**src/rtl/iwr_pkg.sv**
```systemverilog
package iwr_pkg;

  typedef enum logic [1:0] {
    XS_IDLE  = 2'd0,
    XS_ISSUE = 2'd1,
    XS_WAIT  = 2'd2,
    XS_RESP  = 2'd3
  } xact_st_t;

  // nonzero and a whole number of 2**lsb units
  function automatic logic size_is_legal(input logic [63:0] sz, input int lsb);
    return (sz != 64'd0) && ((sz & ((64'd1 << lsb) - 64'd1)) == 64'd0);
  endfunction

  // power of two and not above the port count
  function automatic logic ways_is_legal(input logic [3:0] n, input int max_n);
    return (n != 4'd0) && ((n & (n - 4'd1)) == 4'd0) && (int'(n) <= max_n);
  endfunction

  function automatic logic [2:0] ways_to_log2(input logic [3:0] n);
    logic [2:0] r;
    r = 3'd0;
    for (int b = 0; b < 4; b++) begin
      if (n[b]) r = 3'(b);
    end
    return r;
  endfunction

  // (hpa / (256 << g)) mod 2**wlog, as a shift and a mask
  function automatic logic [63:0] slice_target(input logic [63:0] hpa,
                                               input logic [2:0] g,
                                               input logic [2:0] wlog);
    return (hpa >> (8 + int'(g))) & ((64'd1 << wlog) - 64'd1);
  endfunction

endpackage

```
**src/rtl/iwr_cfg.sv**
```systemverilog
module iwr_cfg
  import iwr_pkg::*;
#(
  parameter int ADDR_W   = 52,
  parameter int NTGT     = 8,
  parameter int SIZE_LSB = 28,
  parameter int GRAN_MAX = 6
) (
  input  logic              clk,
  input  logic              rst_n,
  input  logic              cfg_we,
  input  logic [ADDR_W-1:0] cfg_base,
  input  logic [ADDR_W-1:0] cfg_size,
  input  logic [3:0]        cfg_ways,
  input  logic              cfg_gran_set,
  input  logic [2:0]        cfg_gran,
  output logic              active,
  output logic              rej,
  output logic [ADDR_W-1:0] base_q,
  output logic [ADDR_W-1:0] size_q,
  output logic [2:0]        wlog_q,
  output logic [2:0]        gran_q
);

  logic       size_ok, ways_ok, gran_ok, cfg_legal;
  logic [2:0] gran_eff;

  always_comb begin
    size_ok   = size_is_legal(64'(cfg_size), SIZE_LSB);
    ways_ok   = ways_is_legal(cfg_ways, NTGT);
    gran_ok   = !cfg_gran_set || (int'(cfg_gran) <= GRAN_MAX);
    cfg_legal = size_ok && ways_ok && gran_ok;
    gran_eff  = cfg_gran_set ? cfg_gran : 3'd0;
  end

  always_ff @(posedge clk or negedge rst_n) begin
    if (!rst_n) begin
      active <= 1'b0;
      rej    <= 1'b0;
      base_q <= '0;
      size_q <= '0;
      wlog_q <= '0;
      gran_q <= '0;
    end else begin
      rej <= 1'b0;
      if (cfg_we) begin
        if (cfg_legal) begin
          active <= 1'b1;
          base_q <= cfg_base;
          size_q <= cfg_size;
          wlog_q <= ways_to_log2(cfg_ways);
          gran_q <= gran_eff;
        end else begin
          active <= 1'b0;
          rej    <= 1'b1;
        end
      end
    end
  end

  AST_CFG_REJECT: assert property (@(posedge clk) disable iff (!rst_n)
    (cfg_we && !cfg_legal) |=> (!active && rej));
  AST_CFG_ACCEPT: assert property (@(posedge clk) disable iff (!rst_n)
    (cfg_we && cfg_legal) |=> (active && !rej));
  AST_GRAN_DEFAULT: assert property (@(posedge clk) disable iff (!rst_n)
    (cfg_we && cfg_legal && !cfg_gran_set) |=> (gran_q == 3'd0));

endmodule

```
**src/rtl/iwr_decode.sv**
```systemverilog
module iwr_decode
  import iwr_pkg::*;
#(
  parameter int ADDR_W = 52,
  parameter int NTGT   = 8,
  localparam int TGT_W = $clog2(NTGT)
) (
  input  logic              active,
  input  logic [ADDR_W-1:0] base_q,
  input  logic [ADDR_W-1:0] size_q,
  input  logic [2:0]        wlog_q,
  input  logic [2:0]        gran_q,
  input  logic [NTGT-1:0]   present,
  input  logic [ADDR_W-1:0] off,
  input  logic [2:0]        len,
  output logic [ADDR_W-1:0] hpa,
  output logic [TGT_W-1:0]  tgt,
  output logic              in_range,
  output logic              route
);

  logic [ADDR_W:0] end_ex;

  always_comb begin
    hpa      = base_q + off;
    tgt      = TGT_W'(slice_target(64'(hpa), gran_q, wlog_q));
    end_ex   = {1'b0, off} + (ADDR_W+1)'(len) + (ADDR_W+1)'(1);
    in_range = end_ex <= {1'b0, size_q};
    route    = active && in_range && present[tgt];
  end

endmodule

```
**src/rtl/iwr_xact.sv**
```systemverilog
module iwr_xact
  import iwr_pkg::*;
#(
  parameter int ADDR_W = 52,
  parameter int NTGT   = 8,
  parameter int DATA_W = 64,
  localparam int TGT_W = $clog2(NTGT)
) (
  input  logic                   clk,
  input  logic                   rst_n,
  input  logic                   req_valid,
  output logic                   req_ready,
  input  logic                   req_we,
  input  logic [2:0]             req_len,
  input  logic [DATA_W-1:0]      req_wdata,
  input  logic [ADDR_W-1:0]      hpa,
  input  logic [TGT_W-1:0]       tgt,
  input  logic                   route,
  output logic                   rsp_valid,
  output logic                   rsp_err,
  output logic [DATA_W-1:0]      rsp_rdata,
  output logic [NTGT-1:0]        dn_valid,
  input  logic [NTGT-1:0]        dn_ready,
  output logic                   dn_we,
  output logic [ADDR_W-1:0]      dn_addr,
  output logic [2:0]             dn_len,
  output logic [DATA_W-1:0]      dn_wdata,
  input  logic [NTGT-1:0]        dn_rsp_valid,
  input  logic [NTGT-1:0]        dn_rsp_err,
  input  logic [NTGT*DATA_W-1:0] dn_rsp_rdata
);

  xact_st_t         st;
  logic [TGT_W-1:0] tgt_q;
  logic             req_fire, drop_fire, sel_ready, sel_rsp;

  always_comb begin
    req_ready = (st == XS_IDLE);
    req_fire  = req_valid && req_ready;
    drop_fire = req_fire && !route;
    sel_ready = dn_ready[tgt_q];
    sel_rsp   = dn_rsp_valid[tgt_q];
    rsp_valid = (st == XS_RESP);
    dn_valid  = (st == XS_ISSUE) ? (NTGT'(1) << tgt_q) : '0;
  end

  always_ff @(posedge clk or negedge rst_n) begin
    if (!rst_n) begin
      st        <= XS_IDLE;
      tgt_q     <= '0;
      dn_we     <= 1'b0;
      dn_addr   <= '0;
      dn_len    <= '0;
      dn_wdata  <= '0;
      rsp_err   <= 1'b0;
      rsp_rdata <= '0;
    end else begin
      unique case (st)
        XS_IDLE: if (req_fire) begin
          tgt_q    <= tgt;
          dn_we    <= req_we;
          dn_addr  <= hpa;
          dn_len   <= req_len;
          dn_wdata <= req_wdata;
          if (route) begin
            st <= XS_ISSUE;
          end else begin
            rsp_err   <= !req_we;
            rsp_rdata <= '0;
            st        <= XS_RESP;
          end
        end
        XS_ISSUE: if (sel_ready) st <= XS_WAIT;
        XS_WAIT: if (sel_rsp) begin
          rsp_err   <= dn_rsp_err[tgt_q];
          rsp_rdata <= dn_rsp_rdata[tgt_q*DATA_W +: DATA_W];
          st        <= XS_RESP;
        end
        XS_RESP: st <= XS_IDLE;
        default: st <= XS_IDLE;
      endcase
    end
  end

  AST_DN_ONEHOT: assert property (@(posedge clk) disable iff (!rst_n)
    $onehot0(dn_valid));
  AST_DN_HOLD: assert property (@(posedge clk) disable iff (!rst_n)
    (|(dn_valid & ~dn_ready)) |=> (dn_valid == $past(dn_valid)));
  AST_DROP_READ: assert property (@(posedge clk) disable iff (!rst_n)
    (drop_fire && !req_we) |=> (rsp_valid && rsp_err && rsp_rdata == '0 && dn_valid == '0));
  AST_DROP_WRITE: assert property (@(posedge clk) disable iff (!rst_n)
    (drop_fire && req_we) |=> (rsp_valid && !rsp_err && dn_valid == '0));
  AST_ONE_INFLIGHT: assert property (@(posedge clk) disable iff (!rst_n)
    req_fire |=> !req_ready);
  AST_FWD_FIELDS: assert property (@(posedge clk) disable iff (!rst_n)
    (req_fire && route) |=> (dn_we == $past(req_we) && dn_len == $past(req_len)
                             && dn_wdata == $past(req_wdata)));

endmodule

```
**src/rtl/ilv_window_router.sv**
```systemverilog
module ilv_window_router
  import iwr_pkg::*;
#(
  parameter int ADDR_W   = 52,
  parameter int NTGT     = 8,
  parameter int DATA_W   = 64,
  parameter int SIZE_LSB = 28,
  parameter int GRAN_MAX = 6
) (
  input  logic                   clk,
  input  logic                   rst_n,
  input  logic                   cfg_we,
  input  logic [ADDR_W-1:0]      cfg_base,
  input  logic [ADDR_W-1:0]      cfg_size,
  input  logic [3:0]             cfg_ways,
  input  logic                   cfg_gran_set,
  input  logic [2:0]             cfg_gran,
  output logic                   win_active,
  output logic                   cfg_rej,
  input  logic [NTGT-1:0]        tgt_present,
  input  logic                   req_valid,
  output logic                   req_ready,
  input  logic                   req_we,
  input  logic [ADDR_W-1:0]      req_off,
  input  logic [2:0]             req_len,
  input  logic [DATA_W-1:0]      req_wdata,
  output logic                   rsp_valid,
  output logic                   rsp_err,
  output logic [DATA_W-1:0]      rsp_rdata,
  output logic [NTGT-1:0]        dn_valid,
  input  logic [NTGT-1:0]        dn_ready,
  output logic                   dn_we,
  output logic [ADDR_W-1:0]      dn_addr,
  output logic [2:0]             dn_len,
  output logic [DATA_W-1:0]      dn_wdata,
  input  logic [NTGT-1:0]        dn_rsp_valid,
  input  logic [NTGT-1:0]        dn_rsp_err,
  input  logic [NTGT*DATA_W-1:0] dn_rsp_rdata
);

  localparam int TGT_W = $clog2(NTGT);

  logic [ADDR_W-1:0] base_q, size_q, hpa;
  logic [2:0]        wlog_q, gran_q;
  logic [TGT_W-1:0]  tgt;
  logic              in_range, route;

  iwr_cfg #(
    .ADDR_W(ADDR_W), .NTGT(NTGT), .SIZE_LSB(SIZE_LSB), .GRAN_MAX(GRAN_MAX)
  ) u_cfg (
    .clk(clk), .rst_n(rst_n), .cfg_we(cfg_we), .cfg_base(cfg_base),
    .cfg_size(cfg_size), .cfg_ways(cfg_ways), .cfg_gran_set(cfg_gran_set),
    .cfg_gran(cfg_gran), .active(win_active), .rej(cfg_rej),
    .base_q(base_q), .size_q(size_q), .wlog_q(wlog_q), .gran_q(gran_q)
  );

  iwr_decode #(.ADDR_W(ADDR_W), .NTGT(NTGT)) u_dec (
    .active(win_active), .base_q(base_q), .size_q(size_q), .wlog_q(wlog_q),
    .gran_q(gran_q), .present(tgt_present), .off(req_off), .len(req_len),
    .hpa(hpa), .tgt(tgt), .in_range(in_range), .route(route)
  );

  iwr_xact #(.ADDR_W(ADDR_W), .NTGT(NTGT), .DATA_W(DATA_W)) u_xact (
    .clk(clk), .rst_n(rst_n), .req_valid(req_valid), .req_ready(req_ready),
    .req_we(req_we), .req_len(req_len), .req_wdata(req_wdata), .hpa(hpa),
    .tgt(tgt), .route(route), .rsp_valid(rsp_valid), .rsp_err(rsp_err),
    .rsp_rdata(rsp_rdata), .dn_valid(dn_valid), .dn_ready(dn_ready),
    .dn_we(dn_we), .dn_addr(dn_addr), .dn_len(dn_len), .dn_wdata(dn_wdata),
    .dn_rsp_valid(dn_rsp_valid), .dn_rsp_err(dn_rsp_err),
    .dn_rsp_rdata(dn_rsp_rdata)
  );

  AST_HPA_FWD: assert property (@(posedge clk) disable iff (!rst_n)
    (req_valid && req_ready && route) |=>
      (dn_addr == ADDR_W'($past(base_q) + $past(req_off))));
  AST_RANGE_BLOCK: assert property (@(posedge clk) disable iff (!rst_n)
    (req_valid && req_ready && !in_range) |=> (rsp_valid && dn_valid == '0));

endmodule

```
**config.mk**
```make
export PLATFORM = sky130hd
export DESIGN_NAME = ilv_window_router
export DESIGN_NICKNAME = d
export VERILOG_FILES = /design/src/rtl/iwr_pkg.sv /design/src/rtl/iwr_cfg.sv /design/src/rtl/iwr_decode.sv /design/src/rtl/iwr_xact.sv /design/src/rtl/ilv_window_router.sv
export SDC_FILE = /design/constraint.sdc
export NUM_CORES = 1
export LEC_CHECK = 0
export BUFFER_PORTS_ARGS = -buffer_cell sky130_fd_sc_hd__buf_2
export CAP_MARGIN = 10
export CORE_AREA = 2 2 384 386
export DETAILED_ROUTE_END_ITERATION = 10
export DIE_AREA = 0 0 386 388
export GPL_TIMING_DRIVEN = 0
export HOLD_SLACK_MARGIN = 0.08
export PLACE_DENSITY = 0.36
export SLEW_MARGIN = 10
export SYNTH_ARGS = -nofsm -noshare
export SYNTH_HDL_FRONTEND = slang
export SYNTH_SLANG_ARGS = --single-unit
```
**constraint.sdc**
```tcl
create_clock -name clk -period 4.25 [get_ports clk]
set_input_delay 0.425 -clock clk [delete_from_list [all_inputs] [get_ports clk]]
set_output_delay 0.425 -clock clk [all_outputs]
set_load 0.1 [all_outputs]
```
==> metrics.txt, run 1 <==
outcome finished with violations; failing checks negative setup slack; clock latency on the worst-skew pair 0.63 ns; Worst Max-Slew Pin Slew 1.091 ns; ANT nets after route 0; crit path max fanout 7; Max Freq 187.6 MHz; I/O Pins 977; hold crit path type primary input to flop; Starting Density 0.1465; crit path DAT 5.86 ns; Setup-failing EPs final 66; grt ovf 0; final setup margin -1.080 ns; CTS tree done; Worst-path clk slew 0.06 ns; critical path's most frequent cell nand4_1; Critical Path Start req_len[0]; Detailed Route WL 142300 um; Final Hold Viols 0; Placer Congestion 0.9570; post-detailed-route wirelength per cell 28.09 um; post-synth cell types 89; Largest stage delay, worst path 0.54 ns; num rows 140; first-pass GRT wire length 186100 um; Avg Inst Size Synth 11.49 sq um; largest net degree at the start of global routing 88; vias in the first global route 22100; Num CTS Buffers 45; unrepaired setup endpoints after global routing yes; Top FF cell, synth dfrtp_1; VDD IR max 0.4796 mV; Yosys warnings 0; Cell Area, Synth 0.02128 sq mm; grt met3 use 0.04227; WP data required 4.78 ns; via/cell ratio 4.180; WS Path Type primary input to flop; FF-to-FF End u_xact.rsp_rdata[19]; sequential share of the synthesized area 0.3540; MaxCap Viol Count 0; DIE WIDTH 386 um; CP startpoint kind primary input; Port Buffers 976; total track usage 0.1809; Die Y 388 um; Final HPWL DP 119300 um; Vias 21170; met1 Resource Use GR 0.2082; power density cells 592.3 mW/mm^2; Synth Register Bits 301; worst reg-to-reg path cell count 18; area delta synth->final 55.05%; Post-synth EDFFs 0; slowest cell on the critical path or4_4; Post-DP Area 0.02880 sq mm; Crit. End Element flop; drt pass-1 iters 6; clk sinks 301; Final nets 3978; cell area after layout 0.03299 sq mm; drt drc 0; H-Tree Depth 2; full die area 0.1498 sq mm; Synth Net Count 2744; final total power 19540 uW; fraction of registers with async set/reset 1.000; GR Util met2 0.3204; min cycle time layout 5.330 ns; Final Max Tran Viols 0; clock skew 0.03826 ns; Reg2Reg Setup Slack -0.42 ns; CTS root buf clkbuf_16; crit path capture u_xact.rsp_rdata[19]; Starting DRT DRC Count 1107; Clock Path Buffers 3; worst r2r src u_cfg.base_q[0]; normalized max-slew margin 0.2724; Leakage 0.01496 uW; Cells after Synth 1852; GRT Max-Usage Layer met2; final worst-path cycle share 1.254; share of cells above drive strength 1 0.5212; initial antenna violation count 70; core area 0.1452 sq mm
## power breakdown
part	internal [uW]	switching [uW]	leakage, uW	total (uW)
clock network	2220	1640	0.000719	3860
registers	3690	480	0.00377	4170
logic	2610	8900	0.0105	11500
## cells in the final DEF (no fill, tap or decap), types with 31 or more instances in the layout
| cell type | instances |
|---|---|
| xnor2_1 | 68 |
| buf_2 | 976 |
| a21oi_1 | 97 |
| clkbuf_16 | 55 |
| nand2_1 | 122 |
| diode_2 | 31 |
| a21o_1 | 50 |
| nor2_1 | 33 |
| mux4_2 | 133 |
| inv_1 | 82 |
| nand3_1 | 99 |
| dlygate4sd3_1 | 143 |
| ha_1 | 107 |
| dfrtp_1 | 301 |
| buf_4 | 42 |
| o21ai_0 | 79 |
| o2bb2ai_2 | 62 |
| mux2_2 | 215 |
| clkbuf_1 | 54 |
## per-layer routing
layer	up-vias	share of wire
met3	191	0.065
li1	9540	-
met4	22	0.037
met5	-	0.0010
met1	10560	0.39
met2	849	0.51
## cells by family after synthesis
group,share of synthesized area
xor gates and xnor gates,0.04034
muxes,0.2579
buffers and inverters,0.04569
AOI/OAI and AO/OA,0.1418
adders and majority gates,0.06656
DFF,0.3540
and+or+nand+nor,0.09373
## critical path: cells and delay by family
kind / cells / cell delay, ns
AND/OR/NAND/NOR: 12 / 2.79
XOR/XNOR: 1 / 0.15
AO/OA/AOI/OAI: 4 / 0.57
buffers and inverters: 9 / 1.18
adder cells (fa/ha/maj): 3 / 0.66
## state kept, by name, indices dropped and copies added, names as in the netlist
| register | cells |
|---|---|
| u_xact.dn_wdata | 64 |
| u_xact.rsp_rdata | 64 |
| u_cfg.base_q | 52 |
| u_cfg.size_q | 52 |
| u_xact.dn_addr | 52 |
| u_cfg.gran_q | 3 |
| u_xact.dn_len | 3 |
| u_xact.tgt_q | 3 |
| u_cfg.wlog_q | 2 |
| u_xact.st | 2 |
| u_cfg.active | 1 |
| u_cfg.rej | 1 |
| u_xact.dn_we | 1 |
| u_xact.rsp_err | 1 |
## worst min-delay path by stage
stage / to / slack [ns] / cells past startpoint / from
after global routing: u_xact.dn_we / 0.20 / 2 / req_we
final: u_cfg.wlog_q[0] / 0.20 / 3 / cfg_ways[3]
after detailed placement: u_cfg.base_q[27] / 0.41 / 1 / rst_n
after floorplan: u_cfg.active / 0.13 / 0 / rst_n
after CTS: u_xact.dn_len[0] / 0.14 / 4 / req_len[0]
after global placement: u_xact.dn_addr[9] / 0.46 / 2 / u_xact.dn_addr[9]
## cell usage after synthesis (all sizes together), types with 12 or more instances
cell type	number	area [sq um]
dfrtp	301	7532
mux2	216	2432
mux4	133	2995
nand2	125	471.7
ha	110	1376
a21oi	105	544.3
nand3	103	515.5
inv	85	319.1
o21ai	84	424.2
xnor2	69	604.3
o2bb2ai	65	950.9
clkbuf	58	231.5
a21o	50	375.4
buf	46	330.3
nor2	38	142.6
xor2	29	254.0
nand4	27	168.9
nor4	18	118.9
nor3	17	95.09
and3	13	81.33
nand2b	12	75.07
## repair_timing
item / CTS / global route
resized for setup: 63 / 29
hold buffers: 143 / 0
pin swaps: 28 / 29
endpoints found under the setup margin: 83 / 84
setup buffers: 41 / 15
cloned: 3 / 7
endpoints found under the hold margin: 197 / 0
## area by class of cell
| cell class | instances | area [sq um] |
|---|---|---|
| multi-input cells | 1351 | 13120 |
| clock inverters | 20 | 230.2 |
| well taps | 1917 | 2399 |
| flip-flops and latches | 301 | 7532 |
| repair buffers | 1189 | 7283 |
| fillers | 15940 | 112200 |
| inverters | 86 | 342.8 |
| diodes | 31 | 77.57 |
| clock buffers | 57 | 1251 |
| plain buffers | 112 | 758.2 |
## metrics by stage
step | hold slack, ns | utilization | TNS (ns) | instances | worst slack (ns)
3_5_place_dp | 0.4071 | 0.1983 | -192.22 | 4749 | -2.895
3_3_place_gp | 0.4598 | 0.1976 | -1459.91 | 4745 | -4.293
6_report | 0.2008 | 0.2272 | -68.93 | 5064 | -1.080
4_1_cts | 0.1371 | 0.2235 | -63.77 | 5012 | -1.006
2_1_floorplan | 0.1294 | - | -42.66 | 1852 | -0.6548
5_1_grt | 0.2035 | 0.2271 | -79.37 | 5059 | -1.233
(Power assumes the default switching activity.)
==> inputs of run 2 (changes only) <==
--- a/config.mk
+++ b/config.mk
@@ -7,9 +7,10 @@
 export LEC_CHECK = 0
 export BUFFER_PORTS_ARGS = -buffer_cell sky130_fd_sc_hd__buf_2
 export CAP_MARGIN = 10
-export CORE_AREA = 2 2 384 386
+export CORE_AREA = 2 2 380 382
+export CTS_BUF_LIST = sky130_fd_sc_hd__clkbuf_4
 export DETAILED_ROUTE_END_ITERATION = 10
-export DIE_AREA = 0 0 386 388
+export DIE_AREA = 0 0 382 384
 export GPL_TIMING_DRIVEN = 0
 export HOLD_SLACK_MARGIN = 0.08
 export PLACE_DENSITY = 0.36
==> metrics.txt, run 2 (synthesis results as in run 1) <==
power density cells 513.4 mW/mm^2 (was 592.3 mW/mm^2); Max Freq 208.6 MHz (was 187.6 MHz); first-pass GRT wire length 192000 um (was 186100 um); Flop pwr share 0.222 (was 0.214); cell area after layout 0.03677 sq mm (was 0.03299 sq mm); Placer Congestion 0.9055 (was 0.9570); via/cell ratio 4.160 (was 4.180); Worst-path clk slew 0.06 ns (about the same); area delta synth->final 72.80% (was 55.05%); non-filler cells, final 5565 (was 5064); Num CTS Buffers 100 (was 45); drt pass-1 iters 7 (was 6); Worst Max-Slew Pin Slew 1.080 ns (was 1.091 ns); CTS root buf clkbuf_4 (was clkbuf_16); Pint 7891 uW (was 8522 uW); VDD IR max 0.6142 mV (was 0.4796 mV); grt ovf 0 (unchanged); Crit. End Element flop (unchanged); grt met3 use 0.04891 (was 0.04227); Sw Share 0.5820 (was 0.5639); Port Buffers 976 (unchanged); Final HPWL DP 117700 um (was 119300 um); initial antenna violation count 80 (was 70); total track usage 0.1879 (was 0.1809); Setup-failing EPs final 66 (unchanged); outcome finished with violations (unchanged); CTS tree done (unchanged); DP Cell Count 4734 (was 4749); commonest non-fill, non-tap cell in the layout buf_2 (unchanged); Final nets 4449 (was 3978); Post-DP Area 0.02878 sq mm (was 0.02880 sq mm); H-Tree Depth 3 (was 2); crit path max fanout 6 (was 7); Leakage 0.01666 uW (was 0.01496 uW); crit path DAT 5.68 ns (was 5.86 ns); Final Max Tran Viols 0 (unchanged); clock latency on the worst-skew pair 1.07 ns (was 0.63 ns); DIE WIDTH 382 um (was 386 um); largest net degree at the start of global routing 86 (was 88); share of cells above drive strength 1 0.4644 (was 0.5212); GRT Max-Usage Layer met2 (unchanged); biggest regs u_xact.dn_wdata (64), u_xact.rsp_rdata (64) (unchanged); WS Path Type primary input to flop (unchanged); final setup TNS -30.71 ns (was -68.93 ns); clock power share 0.168 (was 0.198); unrepaired setup endpoints after global routing yes (unchanged); Starting DRT DRC Count 1025 (was 1107); kind of cell adding the most delay to the critical path simple AND/OR/NAND/NOR gates (unchanged); num rows 139 (was 140); CP startpoint kind primary input (unchanged); clock skew 0.09470 ns (was 0.03826 ns); full die area 0.1467 sq mm (was 0.1498 sq mm); drt drc 0 (unchanged); Vias 23150 (was 21170); normalized max-slew margin 0.2802 (was 0.2724); combinational power share 0.611 (was 0.589); Starting Density 0.1490 (was 0.1465); slowest cell on the critical path or4_4 (unchanged); crit path buf inv count 8 (was 9); commonest non-fill, non-tap cells in the layout buf_2, dlygate4sd3_1, dfrtp_1 (was buf_2, dfrtp_1, mux2_2); MaxCap Viol Count 0 (unchanged); hold slack 0.2265 ns (was 0.2008 ns); Switching Power 10990 uW (was 11020 uW); Clock Path Buffers 3 (unchanged); vias in the first global route 24290 (was 22100); met1 Resource Use GR 0.2155 (was 0.2082); post-detailed-route wirelength per cell 25.67 um (was 28.09 um); GR Util met2 0.3302 (was 0.3204); Detailed Route WL 142800 um (was 142300 um); clk sinks 301 (unchanged); failing checks negative setup slack (unchanged); hold crit path type primary input to flop (unchanged); final total power 18880 uW (was 19540 uW); Largest stage delay, worst path 0.54 ns (about the same); Final Hold Viols 0 (unchanged); core area 0.1428 sq mm (was 0.1452 sq mm); Die Y 384 um (was 388 um); final worst-path cycle share 1.128 (was 1.254); critical path's most frequent cell buf_12 (was nand4_1); ANT nets after route 0 (unchanged); final setup margin -0.5448 ns (was -1.080 ns); min cycle time layout 4.795 ns (was 5.330 ns); WP data required 5.13 ns (was 4.78 ns); I/O Pins 977 (unchanged)
[run 2: cell types whose count changed in the layout (fill, tap and decap cells not counted), sizes merged]
cell | previous run | this run
dlygate4sd3 | 143 | 584
clkbuf | 125 | 196
clkinv | 12 | 29
buf | 1078 | 1064
diode | 31 | 38
clkinvlp | 4 | 0
bufinv | 2 | 1
clkdlybuf4s15 | 2 | 1
inv | 88 | 87
[run 2: metal layers]
| layer | vias to the layer above | routed length, um |
|---|---|---|
| met1 | 11460 | 55980 |
| met3 | 254 | 9491 |
| li1 | 10540 | - |
| met2 | 877 | 71880 |
| met4 | 28 | 5292 |
| met5 | - | 183 |
[run 2: cell type report]
cell class                      count  area [sq um]
Antenna cell                       38         95.09
Buffer                            110         732.0
Clock buffer                      138          1036
Clock inverter                     31         175.2
Fill cell                       15580        106000
Inverter                           86         340.3
Multi-Input combinational cell   1351         13070
Sequential cell                   301          7532
Tap cell                         1903          2381
Timing Repair Buffer             1607         11410
[run 2: power by group through the flow]
| stage | sequential [uW] | clock (uW) | combinational (uW) |
|---|---|---|---|
| CTS | 4190 | 3350 | 11500 |
| finish | 4190 | 3160 | 11500 |
| global route | 4300 | 3480 | 11900 |
| floorplan | 9940 | 0 | 2330 |
| detailed placement | 4220 | 0 | 11000 |
| global placement | 4210 | 0 | 11000 |
[run 2: path summary, 6_finish.rpt]
path | cells past startpoint | start | end | slack, ns
setup / recovery | 29 | req_off[1] | u_xact.rsp_rdata[33] | -0.54
hold / removal | 3 | cfg_base[46] | u_cfg.base_q[46] | 0.23
setup reg to reg | 17 | u_cfg.base_q[1] | u_xact.rsp_rdata[33] | -0.35
hold reg to reg | 2 | u_xact.dn_addr[10] | u_xact.dn_addr[10] | 0.47
max in group asynchronous | 5 | rst_n | u_xact.rsp_rdata[32] | 2.79
min in group asynchronous | 4 | rst_n | u_cfg.base_q[50] | 0.51
[run 2: worst register-to-register path: cells and delay by family, from the launching register on]
kind | cells | cell delay [ns]
AO/OA/AOI/OAI | 9 | 2.27
XOR/XNOR | 1 | 0.44
adder cells (fa/ha/maj) | 1 | 0.29
buffers and inverters | 4 | 0.60
flip-flops | 1 | 0.40
AND/OR/NAND/NOR | 2 | 0.41
[run 2: per-stage QoR]
stage / setup slack (ns) / util
5_1_grt: -0.7275 / 0.2573
2_1_floorplan: -0.6548 / -
3_5_place_dp: -2.756 / 0.2015
4_1_cts: -0.5945 / 0.2558
6_report: -0.5448 / 0.2575
3_3_place_gp: -4.280 / 0.2008
[run 2: timing repair]
| item | 4_1_cts | 5_1_grt |
|---|---|---|
| pin swaps | 23 | 22 |
| setup endpoints to repair | 84 | 82 |
| resized for setup | 65 | 23 |
| endpoints found under the hold margin | 518 | 0 |
| buffers inserted | 30 | 9 |
| hold buffers | 585 | 0 |
| gates cloned | 5 | 1 |
==> inputs of run 3 (changes only) <==
==> constraint.sdc (replaced) <==
create_clock -name clk -period 4.25 [get_ports clk]
set_input_delay 0.425 -clock clk [delete_from_list [all_inputs] [get_ports clk]]
set_output_delay 0.425 -clock clk [all_outputs]
set_load 0.02 [all_outputs]
==> metrics.txt, run 3 (synthesis results as in run 1) <==
largest net degree at the start of global routing 86 (unchanged); Crit. End Element flop (unchanged); VDD IR max 0.2545 mV (was 0.6142 mV); Worst-path clk slew 0.06 ns (about the same); via/cell ratio 4.165 (was 4.160); drt drc 0 (unchanged); Port Buffers 976 (unchanged); outcome finished with violations (unchanged); Leakage 0.01666 uW (about the same); drt pass-1 iters 8 (was 7); Num CTS Buffers 100 (unchanged); Final Max Tran Viols 0 (unchanged); Setup-failing EPs final 66 (unchanged); crit path DAT 5.67 ns (was 5.68 ns); slowest cell on the critical path or4_4 (unchanged); normalized max-slew margin 0.2636 (was 0.2802); Final HPWL DP 117700 um (unchanged); biggest regs u_xact.dn_wdata (64), u_xact.rsp_rdata (64) (unchanged); vias in the first global route 24300 (was 24290); clk sinks 301 (unchanged); Max Freq 208.5 MHz (was 208.6 MHz); failing checks negative setup slack (unchanged); DIE WIDTH 382 um (unchanged); Final nets 4450 (was 4449); WS Path Type primary input to flop (unchanged); min cycle time layout 4.796 ns (was 4.795 ns); Starting DRT DRC Count 1010 (was 1025); unrepaired setup endpoints after global routing yes (unchanged); Vias 23160 (was 23150); initial antenna violation count 80 (unchanged); Starting Density 0.1490 (unchanged); Worst Max-Slew Pin Slew 1.105 ns (was 1.080 ns); clock skew 0.09923 ns (was 0.09470 ns); num rows 139 (unchanged); hold crit path type primary input to flop (unchanged); Clock Path Buffers 3 (unchanged); total track usage 0.1879 (about the same); MaxCap Viol Count 0 (unchanged); clock latency on the worst-skew pair 1.08 ns (was 1.07 ns); CTS root buf clkbuf_4 (unchanged); Final Hold Viols 0 (unchanged); full die area 0.1467 sq mm (unchanged); Detailed Route WL 142700 um (was 142800 um); commonest non-fill, non-tap cell in the layout buf_2 (unchanged); DP Cell Count 4734 (unchanged); first-pass GRT wire length 192000 um (about the same); Die Y 384 um (unchanged); H-Tree Depth 3 (unchanged); critical path's most frequent cell buf_12 (unchanged); non-filler cells, final 5561 (was 5565); final worst-path cycle share 1.129 (was 1.128); grt ovf 0 (unchanged); share of cells above drive strength 1 0.4643 (was 0.4644); Placer Congestion 0.9055 (unchanged); core area 0.1428 sq mm (unchanged); Largest stage delay, worst path 0.54 ns (about the same); CTS tree done (unchanged); commonest non-fill, non-tap cells in the layout buf_2, dlygate4sd3_1, dfrtp_1 (unchanged); hold slack 0.2241 ns (was 0.2265 ns); area delta synth->final 72.75% (was 72.80%); post-detailed-route wirelength per cell 25.66 um (was 25.67 um); WP data required 5.13 ns (about the same); power density cells 377.5 mW/mm^2 (was 513.4 mW/mm^2); final setup margin -0.5463 ns (was -0.5448 ns); crit path max fanout 6 (unchanged); CP startpoint kind primary input (unchanged); I/O Pins 977 (unchanged); ANT nets after route 0 (unchanged)
-- run 3: path summary, 6_finish.rpt --
path                                    start  slack (ns)  depth (start not counted)                    to
min reg2reg                u_xact.dn_addr[10]        0.47                          2    u_xact.dn_addr[10]
max in group asynchronous               rst_n        2.79                          5  u_xact.rsp_rdata[32]
min in group asynchronous               rst_n        0.50                          4      u_cfg.base_q[50]
min                              cfg_base[46]        0.22                          3      u_cfg.base_q[46]
max reg2reg                  u_cfg.base_q[12]       -0.32                         18  u_xact.rsp_rdata[33]
max                                req_off[1]       -0.55                         29  u_xact.rsp_rdata[33]
-- run 3: worst max-delay path, delay by kind of cell --
| family | cells | cell delay, ns |
|---|---|---|
| AO/OA/AOI/OAI | 5 | 0.51 |
| XOR/XNOR | 1 | 0.17 |
| adder cells (fa/ha/maj) | 2 | 0.56 |
| buffers and inverters | 8 | 1.14 |
| AND/OR/NAND/NOR | 13 | 2.82 |
-- run 3: layout make-up --
type                       count  area, sq um
clock buffer                 138         1036
clock inverter                31        175.2
inverter                      86        340.3
multi-input combinational   1351        13070
tap                         1903         2381
buffer                       111        733.2
antenna                       33        82.58
fill                       15580       106000
timing repair buffer        1607        11410
sequential                   301         7532
-- run 3: report_power, final --
part	total, uW	internal (uW)	switching [uW]
logic	6530	2660	3870
clock network	3160	1550	1600
registers	4190	3690	496
-- run 3: per-layer routing --
layer,vias up,GRT usage,routed length (um)
li1,10530,-,-
met1,11460,0.2155,55480
met2,884,0.3302,71530
met3,261,0.04891,9961
met4,28,0.07750,5556
met5,-,0,183
-- run 3: metrics by stage --
step           total power [uW]  utilization  TNS (ns)  setup WS, ns  cell area [sq um]
2_1_floorplan              7379            -    -42.66       -0.6548              21410
3_3_place_gp              10240       0.2008  -1475.02        -4.280              28670
3_5_place_dp              10250       0.2015   -197.84        -2.756              28780
4_1_cts                   14080       0.2558    -34.05       -0.5945              36530
5_1_grt                   14720       0.2573    -42.97       -0.7275              36730
6_report                  13880       0.2574    -30.97       -0.5463              36760
-- run 3: repair_timing --
action | CTS | global route
endpoints found under the setup margin | 84 | 82
hold buffers | 585 | 0
hold endpoints to repair | 518 | 0
resized for setup | 64 | 23
gates cloned | 5 | 1
buffers inserted | 30 | 9
pin swaps | 23 | 22
